### src/rtl/dsm2_pkg.sv
package dsm2_pkg;
  localparam int unsigned DEF_SAMPLE_W = 32;
  localparam int unsigned DEF_ACC_W    = 48;
  localparam int unsigned DEF_OSR_LOG2 = 9;

  function automatic int unsigned ramp_width(int unsigned sample_w, int unsigned osr_log2);
    return sample_w + osr_log2;
  endfunction
endpackage

### src/rtl/dsm_step_timer.sv
module dsm_step_timer #(
  parameter int unsigned OSR_LOG2 = dsm2_pkg::DEF_OSR_LOG2
) (
  input  logic clk_i,
  input  logic rst_ni,
  output logic last_o
);
  logic [OSR_LOG2-1:0] cnt_q;

  always_ff @(posedge clk_i or negedge rst_ni) begin
    if (!rst_ni) cnt_q <= '0;
    else         cnt_q <= cnt_q + 1'b1;
  end

  assign last_o = &cnt_q;

  p_single_req_r2: assert property (@(posedge clk_i) disable iff (!rst_ni)
    last_o |=> !last_o);
  p_wrap_r2: assert property (@(posedge clk_i) disable iff (!rst_ni)
    last_o |=> (cnt_q == '0));
endmodule

### src/rtl/dsm_interp_ramp.sv
module dsm_interp_ramp #(
  parameter int unsigned SAMPLE_W = dsm2_pkg::DEF_SAMPLE_W,
  parameter int unsigned OSR_LOG2 = dsm2_pkg::DEF_OSR_LOG2,
  localparam int unsigned RAMP_W  = dsm2_pkg::ramp_width(SAMPLE_W, OSR_LOG2)
) (
  input  logic                clk_i,
  input  logic                rst_ni,
  input  logic                last_i,
  input  logic [SAMPLE_W-1:0] sample_i,
  input  logic                valid_i,
  output logic [RAMP_W-1:0]   ramp_o,
  output logic [SAMPLE_W-1:0] interp_o
);
  localparam int unsigned EXT_W = RAMP_W - SAMPLE_W - 1;

  logic [SAMPLE_W-1:0] target_q, next_tgt;
  logic [SAMPLE_W:0]   slope_q, diff;   // step size with OSR_LOG2 fraction bits
  logic [RAMP_W-1:0]   ramp_q, ramp_sum, slope_ext;

  assign next_tgt  = (last_i && valid_i) ? sample_i : target_q;
  assign diff      = {next_tgt[SAMPLE_W-1], next_tgt} - {target_q[SAMPLE_W-1], target_q};
  assign slope_ext = {{EXT_W{slope_q[SAMPLE_W]}}, slope_q};
  assign ramp_sum  = ramp_q + slope_ext;

  always_ff @(posedge clk_i or negedge rst_ni) begin
    if (!rst_ni) begin
      target_q <= '0;
      slope_q  <= '0;
      ramp_q   <= '0;
    end else begin
      ramp_q <= ramp_sum;
      if (last_i) begin
        target_q <= next_tgt;
        slope_q  <= diff;
      end
    end
  end

  assign ramp_o   = ramp_q;
  assign interp_o = ramp_q[RAMP_W-1 -: SAMPLE_W];

  // ramp must arrive on the held target after a full window
  p_ramp_lands_r4: assert property (@(posedge clk_i) disable iff (!rst_ni)
    last_i |-> (ramp_sum == {target_q, {OSR_LOG2{1'b0}}}));
  p_accept_r3: assert property (@(posedge clk_i) disable iff (!rst_ni)
    (last_i && valid_i) |=> (target_q == $past(sample_i)));
  p_idle_r3: assert property (@(posedge clk_i) disable iff (!rst_ni)
    !last_i |=> ($stable(target_q) && $stable(slope_q)));
  p_hold_flat_r6: assert property (@(posedge clk_i) disable iff (!rst_ni)
    (last_i && !valid_i) |=> (slope_q == '0));
endmodule

### src/rtl/dsm2_loop.sv
module dsm2_loop #(
  parameter int unsigned IN_W     = 41,
  parameter int unsigned ACC_W    = dsm2_pkg::DEF_ACC_W,
  localparam int unsigned FS_SHIFT = IN_W - 1
) (
  input  logic            clk_i,
  input  logic            rst_ni,
  input  logic [IN_W-1:0] u_i,
  output logic            bit_o
);
  localparam logic signed [ACC_W-1:0] FULL_SCALE = ACC_W'(1) <<< FS_SHIFT;

  logic signed [ACC_W-1:0] i1_q, i2_q, i1_n, i2_n, u_ext, fb;

  assign u_ext = {{(ACC_W-IN_W){u_i[IN_W-1]}}, u_i};
  assign bit_o = ~i2_q[ACC_W-1];
  assign fb    = bit_o ? FULL_SCALE : -FULL_SCALE;
  assign i1_n  = i1_q + u_ext - fb;
  assign i2_n  = i2_q + i1_n - fb;   // uses the fresh first-integrator value

  always_ff @(posedge clk_i or negedge rst_ni) begin
    if (!rst_ni) begin
      i1_q <= '0;
      i2_q <= '0;
    end else begin
      i1_q <= i1_n;
      i2_q <= i2_n;
    end
  end

  // first integrator moves toward the input, away from the emitted level
  p_fb_dir_r7: assert property (@(posedge clk_i) disable iff (!rst_ni)
    (bit_o && !u_ext[ACC_W-1] && (u_ext < FULL_SCALE)) |=> (i1_q < $past(i1_q)));
endmodule

### src/rtl/dsm2_interp_dac.sv
module dsm2_interp_dac #(
  parameter int unsigned SAMPLE_W = dsm2_pkg::DEF_SAMPLE_W,
  parameter int unsigned ACC_W    = dsm2_pkg::DEF_ACC_W,
  parameter int unsigned OSR_LOG2 = dsm2_pkg::DEF_OSR_LOG2
) (
  input  logic                clk_i,
  input  logic                rst_ni,
  input  logic [SAMPLE_W-1:0] sample_i,
  input  logic                valid_i,
  output logic                req_o,
  output logic [SAMPLE_W-1:0] interp_o,
  output logic                bit_o
);
  localparam int unsigned RAMP_W = dsm2_pkg::ramp_width(SAMPLE_W, OSR_LOG2);

  logic              last;
  logic [RAMP_W-1:0] ramp;

  dsm_step_timer #(.OSR_LOG2(OSR_LOG2)) u_timer (
    .clk_i (clk_i), .rst_ni (rst_ni), .last_o (last)
  );

  dsm_interp_ramp #(.SAMPLE_W(SAMPLE_W), .OSR_LOG2(OSR_LOG2)) u_ramp (
    .clk_i (clk_i), .rst_ni (rst_ni), .last_i (last),
    .sample_i (sample_i), .valid_i (valid_i),
    .ramp_o (ramp), .interp_o (interp_o)
  );

  dsm2_loop #(.IN_W(RAMP_W), .ACC_W(ACC_W)) u_loop (
    .clk_i (clk_i), .rst_ni (rst_ni), .u_i (ramp), .bit_o (bit_o)
  );

  assign req_o = last;

  p_reset_r1: assert property (@(posedge clk_i) !rst_ni |-> (!req_o && bit_o));
endmodule

### config.mk
export PLATFORM = sky130hd
export DESIGN_NAME = dsm2_interp_dac
export DESIGN_NICKNAME = d
export VERILOG_FILES = /design/src/rtl/dsm2_pkg.sv /design/src/rtl/dsm_step_timer.sv /design/src/rtl/dsm_interp_ramp.sv /design/src/rtl/dsm2_loop.sv /design/src/rtl/dsm2_interp_dac.sv
export SDC_FILE = /design/constraint.sdc
export NUM_CORES = 1
export LEC_CHECK = 0
export ABC_CLOCK_PERIOD_IN_PS = 4800
export CAP_MARGIN = 20
export CORE_ASPECT_RATIO = 0.5
export CORE_MARGIN = 5
export CORE_UTILIZATION = 55
export CTS_CLUSTER_DIAMETER = 200
export DETAILED_ROUTE_END_ITERATION = 12
export DONT_BUFFER_PORTS = 1
export GPL_ROUTABILITY_DRIVEN = 0
export MAX_ROUTING_LAYER = met4
export PLACE_DENSITY = 0.8
export SYNTH_ARGS = -nofsm -noshare
export SYNTH_HDL_FRONTEND = slang
export SYNTH_SLANG_ARGS = --single-unit
### constraint.sdc
create_clock -name clk_i -period 4.8 [get_ports clk_i]
set_clock_uncertainty 0.15 [all_clocks]
set_input_delay 0.48 -clock clk_i [delete_from_list [all_inputs] [get_ports clk_i]]
set_output_delay 0.48 -clock clk_i [all_outputs]
set_load 0.05 [all_outputs]
**After elaboration in Yosys (flattened, before gate mapping)**

Cells that the tools add are included.

- Word-level logic and storage cells: 18
- Output and inout bits: 34
- Bits of input ports: 35
- Flip-flop bits (word level): 211

- Reductions and logical operators: 2
- $add $sub $neg: 7
- Bitwise operators: 1
- Multiplexer cells: 2

Operators with widths:

| kind | number |
|---|---|
| $sub A48 B48 Y48 | 2 |
| $add A48 B41 Y48 | 1 |
| $add A48 B48 Y48 | 1 |
| $mux W48 | 1 |
| $add A41 B41 Y41 | 1 |
| $sub A32 B32 Y33 | 1 |
| $mux W32 | 1 |
| $add A9 B1 Y9 const B | 1 |
| $reduce_and A9 Y1 | 1 |
| $logic_and A1 B1 Y1 | 1 |
| $not A1 Y1 | 1 |

**Depth between registers and ports, before layout**

Gate-level depths: netlist (run 1).

- Depth after elaboration: 4
- Mapped depth: 28
- Depth with buffers taken out: 27

**By module**

From an unflattened synthesis (run 1), not the netlist that was laid out.

- Cells, all modules: 2090
- Area, all modules: 18485.2 um^2

By module, submodules not included:

| module | area each (um^2) | cells each | sequential area each (um^2) | times used |
|---|---|---|---|---|
| dsm2_loop | 10073.4 | 1249 | 2402.3 | 1 |
| dsm_interp_ramp | 8050.2 | 814 | 2652.5 | 1 |
| dsm_step_timer | 361.6 | 27 | 225.2 | 1 |

**Worst setup path after synthesis (run 1)**

Ideal clock, no wire load.

- Path kind: register -> register
- From: register u_ramp.ramp_q[12], in the netlist u_ramp.ramp_o[12]
- To: register u_loop.i2_q[46]
- Path buffers: 2
- Setup slack: -0.460 ns
- Cell stages (with the launch flop): 28
- Arrival: 4.975 ns
- Period minus slack after synthesis: 5.260 ns
- Cells stage by stage: dfrtp_1 inv_1 ha_1 inv_1 ha_1 clkbuf_1 and2_1 nand2_1 a211oi_1 nor2_1 o31ai_1 a31oi_1 nor2b_1 a21oi_1 xor2_1 ha_1 inv_1 ha_1 clkbuf_1 a21o_1 a21oi_1 o21ai_0 nor3b_1 a21oi_1 a221o_1 a221oi_2 o31ai_1 xor2_1

- Cells in the longest elaborated chain, start to end: 4

RTL lines:

| element | line | RTL |
|---|---|---|
| from (decl) | dsm_interp_ramp.sv:18 | `logic [RAMP_W-1:0] ramp_q, ramp_sum, slope_ext;` |
| from (signal assigned) | dsm_interp_ramp.sv:31 | `ramp_q <= ramp_sum;` |
| $add A48 B41 Y48 | dsm2_loop.sv:18 | `assign i1_n = i1_q + u_ext - fb;` |
| $sub A48 B48 Y48 | dsm2_loop.sv:18 |  |
| $add A48 B48 Y48 | dsm2_loop.sv:19 | `assign i2_n = i2_q + i1_n - fb;` |
| $sub A48 B48 Y48 | dsm2_loop.sv:19 |  |
| named net u_loop.i2_n[46] | dsm2_loop.sv:13 | `logic signed [ACC_W-1:0] i1_q, i2_q, i1_n, i2_n, u_ext, fb;` |
| to (signal assigned) | dsm2_loop.sv:27 | `i2_q <= i2_n;` |
| to (decl) | dsm2_loop.sv:13 |  |

The timed path passes the listed nets, and every way through them passes these cells.
A chain may end at the register's enable or synchronous reset.

**Worst setup path in the final report (run 1)**

- From: register u_ramp.ramp_q[15], in the netlist u_ramp.ramp_o[15]
- To: register u_loop.i2_q[45]

Same word-level chain as after synthesis.

==> impl_results.html, run 1 <==
<table>
<tr><th>Metric</th><th>Value</th></tr>
<tr><th colspan="2">Synthesis</th></tr>
<tr><td>Seq/Total Area, Yosys</td><td>0.292</td></tr>
<tr><td>Syn Area/Cell</td><td>8.85 um^2</td></tr>
<tr><td>Cell variety after synth</td><td>82</td></tr>
<tr><td>Total number of yosys warnings</td><td>0</td></tr>
<tr><td>Synth async-reset ratio</td><td>1.00</td></tr>
<tr><td>Post-synthesis net count</td><td>2,341</td></tr>
<tr><td>Flip-flop and latch count after synthesis</td><td>211</td></tr>
<tr><td>Netlist area before placement</td><td>18,100 um^2</td></tr>
<tr><td>Number of synthesized flops with an enable pin</td><td>0</td></tr>
<tr><td>Top_reg_cell synth</td><td>sky130_fd_sc_hd__dfrtp_1</td></tr>
<tr><td>Cells after synthesis</td><td>2,043</td></tr>
<tr><th colspan="2">Floorplan</th></tr>
<tr><td>Floorplan die area</td><td>36,800 um^2</td></tr>
<tr><td>Number of placement rows</td><td>46</td></tr>
<tr><td>Height of the chip</td><td>138 um</td></tr>
<tr><td>Core area</td><td>32,100 um^2</td></tr>
<tr><td>Die span in x</td><td>266 um</td></tr>
<tr><td>I/O Pins</td><td>69</td></tr>
<tr><td>Starting density of the core</td><td>0.564</td></tr>
<tr><th colspan="2">Final layout</th></tr>
<tr><td>End-of-flow core utilization</td><td>0.741</td></tr>
<tr><td>Share of cells above drive strength 1</td><td>0.308</td></tr>
<tr><td>Final net count</td><td>2,715</td></tr>
<tr><td>Area occupied by multi-input gates</td><td>12,300 um^2</td></tr>
<tr><td>Antenna cells</td><td>0</td></tr>
<tr><td>Number of standard cells in the final layout excluding fillers</td><td>2,860</td></tr>
<tr><td>Final-layout fill cell count</td><td>1,874</td></tr>
<tr><td>Area added between synthesis and finish</td><td>31.4%</td></tr>
<tr><td>Most frequent cells in the layout</td><td>376 x sky130_fd_sc_hd__inv_1, 368 x sky130_fd_sc_hd__buf_4, 211 x sky130_fd_sc_hd__dfrtp_1</td></tr>
<tr><td>Footprint of the flip-flops and latches</td><td>5280 um^2</td></tr>
<tr><td>Most common cell after layout, fill and taps aside</td><td>sky130_fd_sc_hd__inv_1</td></tr>
<tr><th colspan="2">Timing</th></tr>
<tr><td>Worst hold margin</td><td>-0.534 ns</td></tr>
<tr><td>Total setup violations reported at the end of the flow</td><td>33</td></tr>
<tr><td>Transition time at the pin with the least slew margin</td><td>0.722 ns</td></tr>
<tr><td>Aggregate negative setup slack</td><td>-19.38 ns</td></tr>
<tr><td>Worst max-slew margin expressed relative to the limit</td><td>0.517</td></tr>
<tr><td>Final Max Tran Viols</td><td>0</td></tr>
<tr><td>Count of final hold-check violations</td><td>211</td></tr>
<tr><td>Period Utilization, post-route</td><td>1.22</td></tr>
<tr><td>Setup repair after global routing missed its margin</td><td>true</td></tr>
<tr><td>Setup slack after layout</td><td>-1.06 ns</td></tr>
<tr><td>Peak Freq</td><td>0.171 GHz</td></tr>
<tr><td>Final worst path period need</td><td>5.86 ns</td></tr>
<tr><th colspan="2">CTS</th></tr>
<tr><td>Clock sink count</td><td>211</td></tr>
<tr><td>Clock tree buffer depth</td><td>3</td></tr>
<tr><td>Clock-pin transition on the worst setup and hold timing paths</td><td>0.07 ns</td></tr>
<tr><td>TritonCTS clock tree</td><td>done</td></tr>
<tr><td>TritonCTS Buffers</td><td>22</td></tr>
<tr><td>Clk root buf</td><td>sky130_fd_sc_hd__clkbuf_16</td></tr>
<tr><td>CTS Hold Bufs</td><td>32</td></tr>
<tr><td>Max H-tree Level</td><td>1</td></tr>
<tr><td>Insertion delay of the later-clocked pin in the worst-skew pair</td><td>0.56 ns</td></tr>
<tr><th colspan="2">Critical path</th></tr>
<tr><td>Longest individual stage delay on the worst path</td><td>0.38 ns</td></tr>
<tr><td>Type of the setup path with the least slack</td><td>reg -&gt; reg</td></tr>
<tr><td>Top delay family on crit path</td><td>compound AO/OA/AOI/OAI gates</td></tr>
<tr><td>Critical Path End Type</td><td>flop</td></tr>
<tr><td>Critical Path RT</td><td>5.06 ns</td></tr>
<tr><td>Sum of buffers and inverters on the critical path</td><td>6</td></tr>
<tr><td>Critical path fanouts, max</td><td>3</td></tr>
<tr><td>Minimum setup slack among reg-to-reg paths</td><td>-1.06 ns</td></tr>
<tr><td>Critical path launch point type</td><td>flop</td></tr>
<tr><td>Signal arrival time at the worst endpoint</td><td>6.12 ns</td></tr>
<tr><td>Slowest CP cell</td><td>sky130_fd_sc_hd__a311o_1</td></tr>
<tr><td>Most common cell on crit path</td><td>sky130_fd_sc_hd__buf_4</td></tr>
<tr><th colspan="2">Pwr</th></tr>
<tr><td>Maximum resistive drop on vdd</td><td>0.212 mV</td></tr>
<tr><td>Leakage power summed over all cells</td><td>12.4 nW</td></tr>
<tr><td>Overall power consumption</td><td>3.60 mW</td></tr>
<tr><td>Power density normalized to cell area</td><td>152 nW/um^2</td></tr>
<tr><th colspan="2">Drt</th></tr>
<tr><td>Antenna Nets Post-Route</td><td>0</td></tr>
<tr><td>Routed wire length per instance</td><td>21.1 um</td></tr>
<tr><td>DRC viols</td><td>0</td></tr>
<tr><td>Overall routed net length</td><td>60.4 mm</td></tr>
<tr><td>1st-iter DRT viols</td><td>1,797</td></tr>
<tr><td>Detailed-route via count</td><td>17,300</td></tr>
<tr><td>Number of detailed-route iterations in the first pass</td><td>6</td></tr>
<tr><td>Vias/cell</td><td>6.04</td></tr>
<tr><th colspan="2">Global routing</th></tr>
<tr><td>Remaining global-route overflow</td><td>0</td></tr>
<tr><td>First-pass GRT wire length</td><td>83.5 mm</td></tr>
<tr><td>Number of antenna violations at the first check in global routing</td><td>0</td></tr>
<tr><td>Overall global routing resource usage</td><td>0.279</td></tr>
<tr><td>Via count of the first global-routing pass</td><td>16,700</td></tr>
<tr><td>Pin count of the biggest net entering global routing</td><td>212</td></tr>
<tr><th colspan="2">Outcome</th></tr>
<tr><td>Violated checks</td><td>negative hold slack, negative setup slack</td></tr>
<tr><td>Run status</td><td>complete, but fails checks</td></tr>
<tr><th colspan="2">Placement</th></tr>
<tr><td>Final HPWL from detailed placement</td><td>34.6 mm</td></tr>
<tr><td>Port bufs</td><td>0</td></tr>
<tr><td>Worst slack at placement</td><td>-0.776 ns</td></tr>
<tr><td>Dpl cells</td><td>2,729</td></tr>
<tr><th colspan="2">Job</th></tr>
<tr><td>Number of max-capacitance violations reported</td><td>0</td></tr>
<tr><th colspan="2">Worst hold path</th></tr>
<tr><td>Worst hold path class</td><td>in -&gt; async</td></tr>
</table>
[state kept, by name, summed over array words and instances (netlist names)]
| name | count |
|---|---|
| u_ramp.target_q | 32 |
| u_timer.cnt_q | 9 |
| u_ramp.ramp_o | 41 |
| u_loop.i2_q | 48 |
| u_ramp.slope_q | 33 |
| u_loop.i1_q | 48 |
[routing by layer]
layer / GRT usage / vias up / wire [um]
met5: - / - / 0
met4: 0.118 / 0 / 5010
met3: 0.0464 / 411 / 4670
met2: 0.475 / 952 / 28700
met1: 0.330 / 8272 / 22000
li1: - / 7643 / -
[area by class of cell]
| type | instances | area share |
|---|---|---|
| multi-input cells | 1354 | 0.519 |
| flip-flops and latches | 211 | 0.222 |
| repair buffers | 424 | 0.142 |
| inverters | 404 | 0.0640 |
| clock buffers | 29 | 0.0260 |
| well taps | 432 | 0.0228 |
| clock inverters | 6 | 0.00385 |
[worst paths after layout]
kind / cells past startpoint / startpoint / end
setup / recovery: 28 / u_ramp.ramp_o[15]$_DFF_PN0_ / u_loop.i2_q[45]$_DFF_PN0_
hold / removal: 0 / rst_ni / u_ramp.target_q[4]$_DFFE_PN0P_
setup reg to reg: 28 / u_ramp.ramp_o[15]$_DFF_PN0_ / u_loop.i2_q[45]$_DFF_PN0_
hold reg to reg: 1 / u_timer.cnt_q[7]$_DFF_PN0_ / u_timer.cnt_q[7]$_DFF_PN0_
max in group asynchronous: 0 / rst_ni / u_loop.i1_q[38]$_DFF_PN0_
min in group clk_i: 2 / valid_i / u_ramp.target_q[4]$_DFFE_PN0P_
[where the power goes]
group,total (mW),switching (mW),internal [mW]
Sequential,1.78,0,1.78
Combinational,0.0237,0.00570,0.0180
Clock,1.80,0.794,1.01
Total,3.60,0.800,2.80
[logic make-up after synthesis]
group,Yosys count,synth area share
AND/OR/NAND/NOR,354,0.0968
buffers and inverters,478,0.106
XOR/XNOR,159,0.0778
flip-flops,211,0.292
adder cells (fa/ha/maj),263,0.188
AO/OA/AOI/OAI,493,0.186
multiplexers,85,0.0528
[cell usage after synthesis, types with 5 or more instances]
cell type	n	area share
sky130_fd_sc_hd__a211o_1	5	0.0024
sky130_fd_sc_hd__a211oi_1	16	0.0066
sky130_fd_sc_hd__a21o_1	107	0.044
sky130_fd_sc_hd__a21oi_1	143	0.040
sky130_fd_sc_hd__a31oi_1	11	0.0038
sky130_fd_sc_hd__and2_1	6	0.0021
sky130_fd_sc_hd__and3_1	24	0.0083
sky130_fd_sc_hd__buf_4	32	0.013
sky130_fd_sc_hd__clkbuf_1	39	0.0081
sky130_fd_sc_hd__dfrtp_1	211	0.29
sky130_fd_sc_hd__fa_1	14	0.016
sky130_fd_sc_hd__ha_1	249	0.17
sky130_fd_sc_hd__inv_1	404	0.084
sky130_fd_sc_hd__mux2_2	83	0.052
sky130_fd_sc_hd__nand2_1	97	0.020
sky130_fd_sc_hd__nand2b_1	23	0.0080
sky130_fd_sc_hd__nand3_1	31	0.0086
sky130_fd_sc_hd__nand4_1	24	0.0083
sky130_fd_sc_hd__nor2_1	81	0.017
sky130_fd_sc_hd__nor2b_1	25	0.0087
sky130_fd_sc_hd__nor3_1	15	0.0042
sky130_fd_sc_hd__nor4_1	5	0.0017
sky130_fd_sc_hd__o211ai_1	14	0.0058
sky130_fd_sc_hd__o21a_1	21	0.0087
sky130_fd_sc_hd__o21ai_0	54	0.015
sky130_fd_sc_hd__o21ai_1	21	0.0058
sky130_fd_sc_hd__o21bai_1	18	0.0075
sky130_fd_sc_hd__o31ai_1	7	0.0029
sky130_fd_sc_hd__xnor2_1	102	0.049
sky130_fd_sc_hd__xor2_1	56	0.027
[through the flow]
| stage | cell area, um^2 | hold slack [ns] |
|---|---|---|
| 6_report | 23700 | -0.534 |
| 2_1_floorplan | 18300 | 0.0344 |
| 4_1_cts | 22800 | -0.542 |
| 3_5_place_dp | 20800 | 0.0380 |
| 5_1_grt | 23700 | -0.547 |
| 3_3_place_gp | 20800 | 0.0384 |
[what timing repair did]
action                                  in CTS  in global routing
gates resized for setup                    135                141
pin swaps                                   91                 97
gates cloned                                 0                  1
buffers inserted                            31                 41
endpoints found under the setup margin      31                 43
endpoints found under the hold margin      243                211
Note: power is estimated with default switching activity, not from simulation.
==> run 2, diff against run 1 <==
- REMOVE_ABC_BUFFERS: default -> 1
==> impl_results.html, run 2 (synthesized netlist as in run 1, its figures left out) <==
<table>
<tr><th>Metric</th><th>Value</th></tr>
<tr><th colspan="2">Global routing</th></tr>
<tr><td>Global Route met1 Usage</td><td>0.288 (-0.0427)</td></tr>
<tr><td>First-pass GRT wire length</td><td>78.3 mm (-6.2%)</td></tr>
<tr><td>Via count of the first global-routing pass</td><td>16,800 (+0.59%)</td></tr>
<tr><td>Remaining global-route overflow</td><td>0 (unchanged)</td></tr>
<tr><td>Number of antenna violations at the first check in global routing</td><td>0 (unchanged)</td></tr>
<tr><td>Pin count of the biggest net entering global routing</td><td>212 (unchanged)</td></tr>
<tr><td>Met3 layer usage reported by global route</td><td>0.0433 (-0.00319)</td></tr>
<tr><td>GR met2 Demand/Resource</td><td>0.456 (-0.0185)</td></tr>
<tr><td>Layer with the highest usage after global routing</td><td>met2</td></tr>
<tr><td>Overall global routing resource usage</td><td>0.258 (-0.0219)</td></tr>
<tr><th colspan="2">Critical path</th></tr>
<tr><td>Slowest CP cell</td><td>sky130_fd_sc_hd__a211o_1</td></tr>
<tr><td>Critical path launch point type</td><td>flop</td></tr>
<tr><td>Longest individual stage delay on the worst path</td><td>0.38 ns (about the same)</td></tr>
<tr><td>Critical Path RT</td><td>5.12 ns (+0.06 ns)</td></tr>
<tr><td>Type of the setup path with the least slack</td><td>reg -&gt; reg</td></tr>
<tr><td>Cell depth of the worst flop-to-flop path</td><td>29 (+3.6%)</td></tr>
<tr><td>Most common cell on crit path</td><td>sky130_fd_sc_hd__ha_4</td></tr>
<tr><td>Critical Path End Type</td><td>flop</td></tr>
<tr><td>Critical path fanouts, max</td><td>4 (+1)</td></tr>
<tr><td>Signal arrival time at the worst endpoint</td><td>6.03 ns (-0.09 ns)</td></tr>
<tr><th colspan="2">Timing</th></tr>
<tr><td>Worst hold margin</td><td>-0.511 ns (+0.0230 ns)</td></tr>
<tr><td>Count of final hold-check violations</td><td>211 (unchanged)</td></tr>
<tr><td>Peak Freq</td><td>0.175 GHz (+2.6%)</td></tr>
<tr><td>Worst max-slew margin expressed relative to the limit</td><td>0.366 (-0.151)</td></tr>
<tr><td>Setup repair after global routing missed its margin</td><td>true</td></tr>
<tr><td>Transition time at the pin with the least slew margin</td><td>0.943 ns (+0.221 ns)</td></tr>
<tr><td>Setup slack after layout</td><td>-0.915 ns (+0.149 ns)</td></tr>
<tr><td>Final worst path period need</td><td>5.71 ns (-0.149 ns)</td></tr>
<tr><td>Period Utilization, post-route</td><td>1.19 (-0.0310)</td></tr>
<tr><td>Total setup violations reported at the end of the flow</td><td>27 (-18%)</td></tr>
<tr><td>Final Max Tran Viols</td><td>0 (unchanged)</td></tr>
<tr><th colspan="2">Drt</th></tr>
<tr><td>Vias/cell</td><td>5.85 (-3.2%)</td></tr>
<tr><td>1st-iter DRT viols</td><td>1,362 (-24%)</td></tr>
<tr><td>Detailed-route via count</td><td>16,700 (-3.2%)</td></tr>
<tr><td>Routed wire length per instance</td><td>18.6 um (-12%)</td></tr>
<tr><td>Antenna Nets Post-Route</td><td>0 (unchanged)</td></tr>
<tr><td>Number of detailed-route iterations in the first pass</td><td>6 (unchanged)</td></tr>
<tr><td>DRC viols</td><td>0 (unchanged)</td></tr>
<tr><td>Overall routed net length</td><td>53.2 mm (-12%)</td></tr>
<tr><th colspan="2">Final layout</th></tr>
<tr><td>Most frequent cells in the layout</td><td>379 x sky130_fd_sc_hd__inv_1, 361 x sky130_fd_sc_hd__buf_4, 211 x sky130_fd_sc_hd__dfrtp_1</td></tr>
<tr><td>Final-layout fill cell count</td><td>1,860 (-0.75%)</td></tr>
<tr><td>Area occupied by multi-input gates</td><td>12,400 um^2 (+0.39%)</td></tr>
<tr><td>Final net count</td><td>2,710 (-0.18%)</td></tr>
<tr><td>Footprint of the flip-flops and latches</td><td>5280 um^2 (unchanged)</td></tr>
<tr><td>Antenna cells</td><td>0 (unchanged)</td></tr>
<tr><td>Most common cell after layout, fill and taps aside</td><td>sky130_fd_sc_hd__inv_1</td></tr>
<tr><td>Total non-filler cell area in the finished layout</td><td>23,900 um^2 (+0.44%)</td></tr>
<tr><td>Area added between synthesis and finish</td><td>32.0%</td></tr>
<tr><td>Share of cells above drive strength 1</td><td>0.312 (+0.00384)</td></tr>
<tr><th colspan="2">Pwr</th></tr>
<tr><td>Fraction of power consumed by the clock network</td><td>0.527 (+0.027)</td></tr>
<tr><td>Leakage power summed over all cells</td><td>12.4 nW (+0.48%)</td></tr>
<tr><td>Overall power consumption</td><td>3.80 mW (+5.6%)</td></tr>
<tr><td>Switching part of the total power</td><td>0.219 (-0.00295)</td></tr>
<tr><td>Gate power share</td><td>0.006 (about the same)</td></tr>
<tr><td>Maximum resistive drop on vdd</td><td>0.179 mV (-15%)</td></tr>
<tr><td>Total net switching power</td><td>0.834 mW (+4.2%)</td></tr>
<tr><td>Cell-internal power</td><td>2.97 mW (+6.0%)</td></tr>
<tr><td>Register share of total power</td><td>0.467 (-0.026)</td></tr>
<tr><td>Power density normalized to cell area</td><td>159 nW/um^2 (+5.1%)</td></tr>
<tr><th colspan="2">Floorplan</th></tr>
<tr><td>Number of placement rows</td><td>46 (unchanged)</td></tr>
<tr><td>Core area</td><td>32,100 um^2 (unchanged)</td></tr>
<tr><td>I/O Pins</td><td>69 (unchanged)</td></tr>
<tr><td>Floorplan die area</td><td>36,800 um^2 (unchanged)</td></tr>
<tr><td>Height of the chip</td><td>138 um (unchanged)</td></tr>
<tr><td>Starting density of the core</td><td>0.564 (unchanged)</td></tr>
<tr><td>Die span in x</td><td>266 um (unchanged)</td></tr>
<tr><th colspan="2">CTS</th></tr>
<tr><td>Clock sink count</td><td>211 (unchanged)</td></tr>
<tr><td>Clock-pin transition on the worst setup and hold timing paths</td><td>0.07 ns (about the same)</td></tr>
<tr><td>Insertion delay of the later-clocked pin in the worst-skew pair</td><td>0.54 ns (-0.02 ns)</td></tr>
<tr><td>Clock tree buffer depth</td><td>3 (unchanged)</td></tr>
<tr><td>CTS Hold Bufs</td><td>32 (unchanged)</td></tr>
<tr><td>TritonCTS clock tree</td><td>done</td></tr>
<tr><td>Max H-tree Level</td><td>1 (unchanged)</td></tr>
<tr><td>TritonCTS Buffers</td><td>23 (+4.5%)</td></tr>
<tr><td>Clk root buf</td><td>sky130_fd_sc_hd__clkbuf_16</td></tr>
<tr><th colspan="2">Outcome</th></tr>
<tr><td>Violated checks</td><td>negative hold slack, negative setup slack</td></tr>
<tr><td>Run status</td><td>complete, but fails checks</td></tr>
<tr><th colspan="2">Job</th></tr>
<tr><td>Number of max-capacitance violations reported</td><td>0 (unchanged)</td></tr>
<tr><th colspan="2">Placement</th></tr>
<tr><td>Placement-stage cell area</td><td>20,700 um^2 (-0.78%)</td></tr>
<tr><td>Final HPWL from detailed placement</td><td>31.4 mm (-9.4%)</td></tr>
<tr><td>Port bufs</td><td>0 (unchanged)</td></tr>
<tr><th colspan="2">Worst hold path</th></tr>
<tr><td>Worst hold path class</td><td>in -&gt; async</td></tr>
</table>
-- run 2: critical path, delay by kind of cell (launching register included) --
| kind | cells | cell delay, ns |
|---|---|---|
| simple gates | 4 | 0.50 |
| flops | 1 | 0.37 |
| fa+ha+maj | 4 | 0.92 |
| compound gates | 13 | 2.52 |
| buf+inv | 6 | 0.70 |
| xor+xnor | 2 | 0.46 |
-- run 2: through the flow --
step | instances | setup slack (ns) | util | setup TNS [ns]
2_1_floorplan | 1969 | -2.09 | - | -54.26
3_3_place_gp | 2728 | -1.05 | 0.645 | -14.19
3_5_place_dp | 2728 | -1.24 | 0.645 | -18.27
4_1_cts | 2839 | -0.601 | 0.712 | -6.27
5_1_grt | 2859 | -1.03 | 0.744 | -16.49
6_report | 2859 | -0.915 | 0.744 | -13.53
-- run 2: layer usage --
layer,wire length (um),part of all wire
met5,0,0
met4,3560,0.067
met3,3120,0.059
met2,26700,0.50
met1,19800,0.37
-- run 2: power groups by stage --
stage	Combinational, mW	Clock (mW)	Sequential, mW
after detailed placement	0.000585	0	1.81
after CTS	0.0216	2.01	1.78
final	0.0219	2.00	1.78
after floorplan	0.000584	0	1.81
after global placement	0.000585	0	1.81
after global routing	0.0234	2.09	1.78
-- run 2: area by class of cell --
type | count | area share
clock inverters | 11 | 0.00724
well taps | 432 | 0.0227
repair buffers | 418 | 0.139
clock buffers | 29 | 0.0272
multi-input cells | 1354 | 0.519
flip-flops and latches | 211 | 0.221
inverters | 404 | 0.0637
-- run 2: worst paths after layout --
path | slack [ns] | start | to
max in group asynchronous | 4.42 | rst_ni | u_loop.i2_q[7]$_DFF_PN0_
min in group clk_i | 0.15 | valid_i | u_ramp.target_q[1]$_DFFE_PN0P_
worst min-delay path | -0.51 | rst_ni | u_loop.i1_q[46]$_DFF_PN0_
worst max-delay path | -0.91 | u_loop.i1_q[3]$_DFF_PN0_ | u_loop.i2_q[46]$_DFF_PN0_
worst max register to register | -0.91 | u_loop.i1_q[3]$_DFF_PN0_ | u_loop.i2_q[46]$_DFF_PN0_
worst min register to register | 0.32 | u_timer.cnt_q[7]$_DFF_PN0_ | u_timer.cnt_q[7]$_DFF_PN0_
-- run 2: repair_timing --
| item | 4_1_cts | 5_1_grt |
|---|---|---|
| endpoints found under the hold margin | 243 | 211 |
| pin swaps | 103 | 91 |
| setup buffers | 43 | 29 |
| resized for setup | 136 | 173 |
| setup endpoints to repair | 33 | 41 |
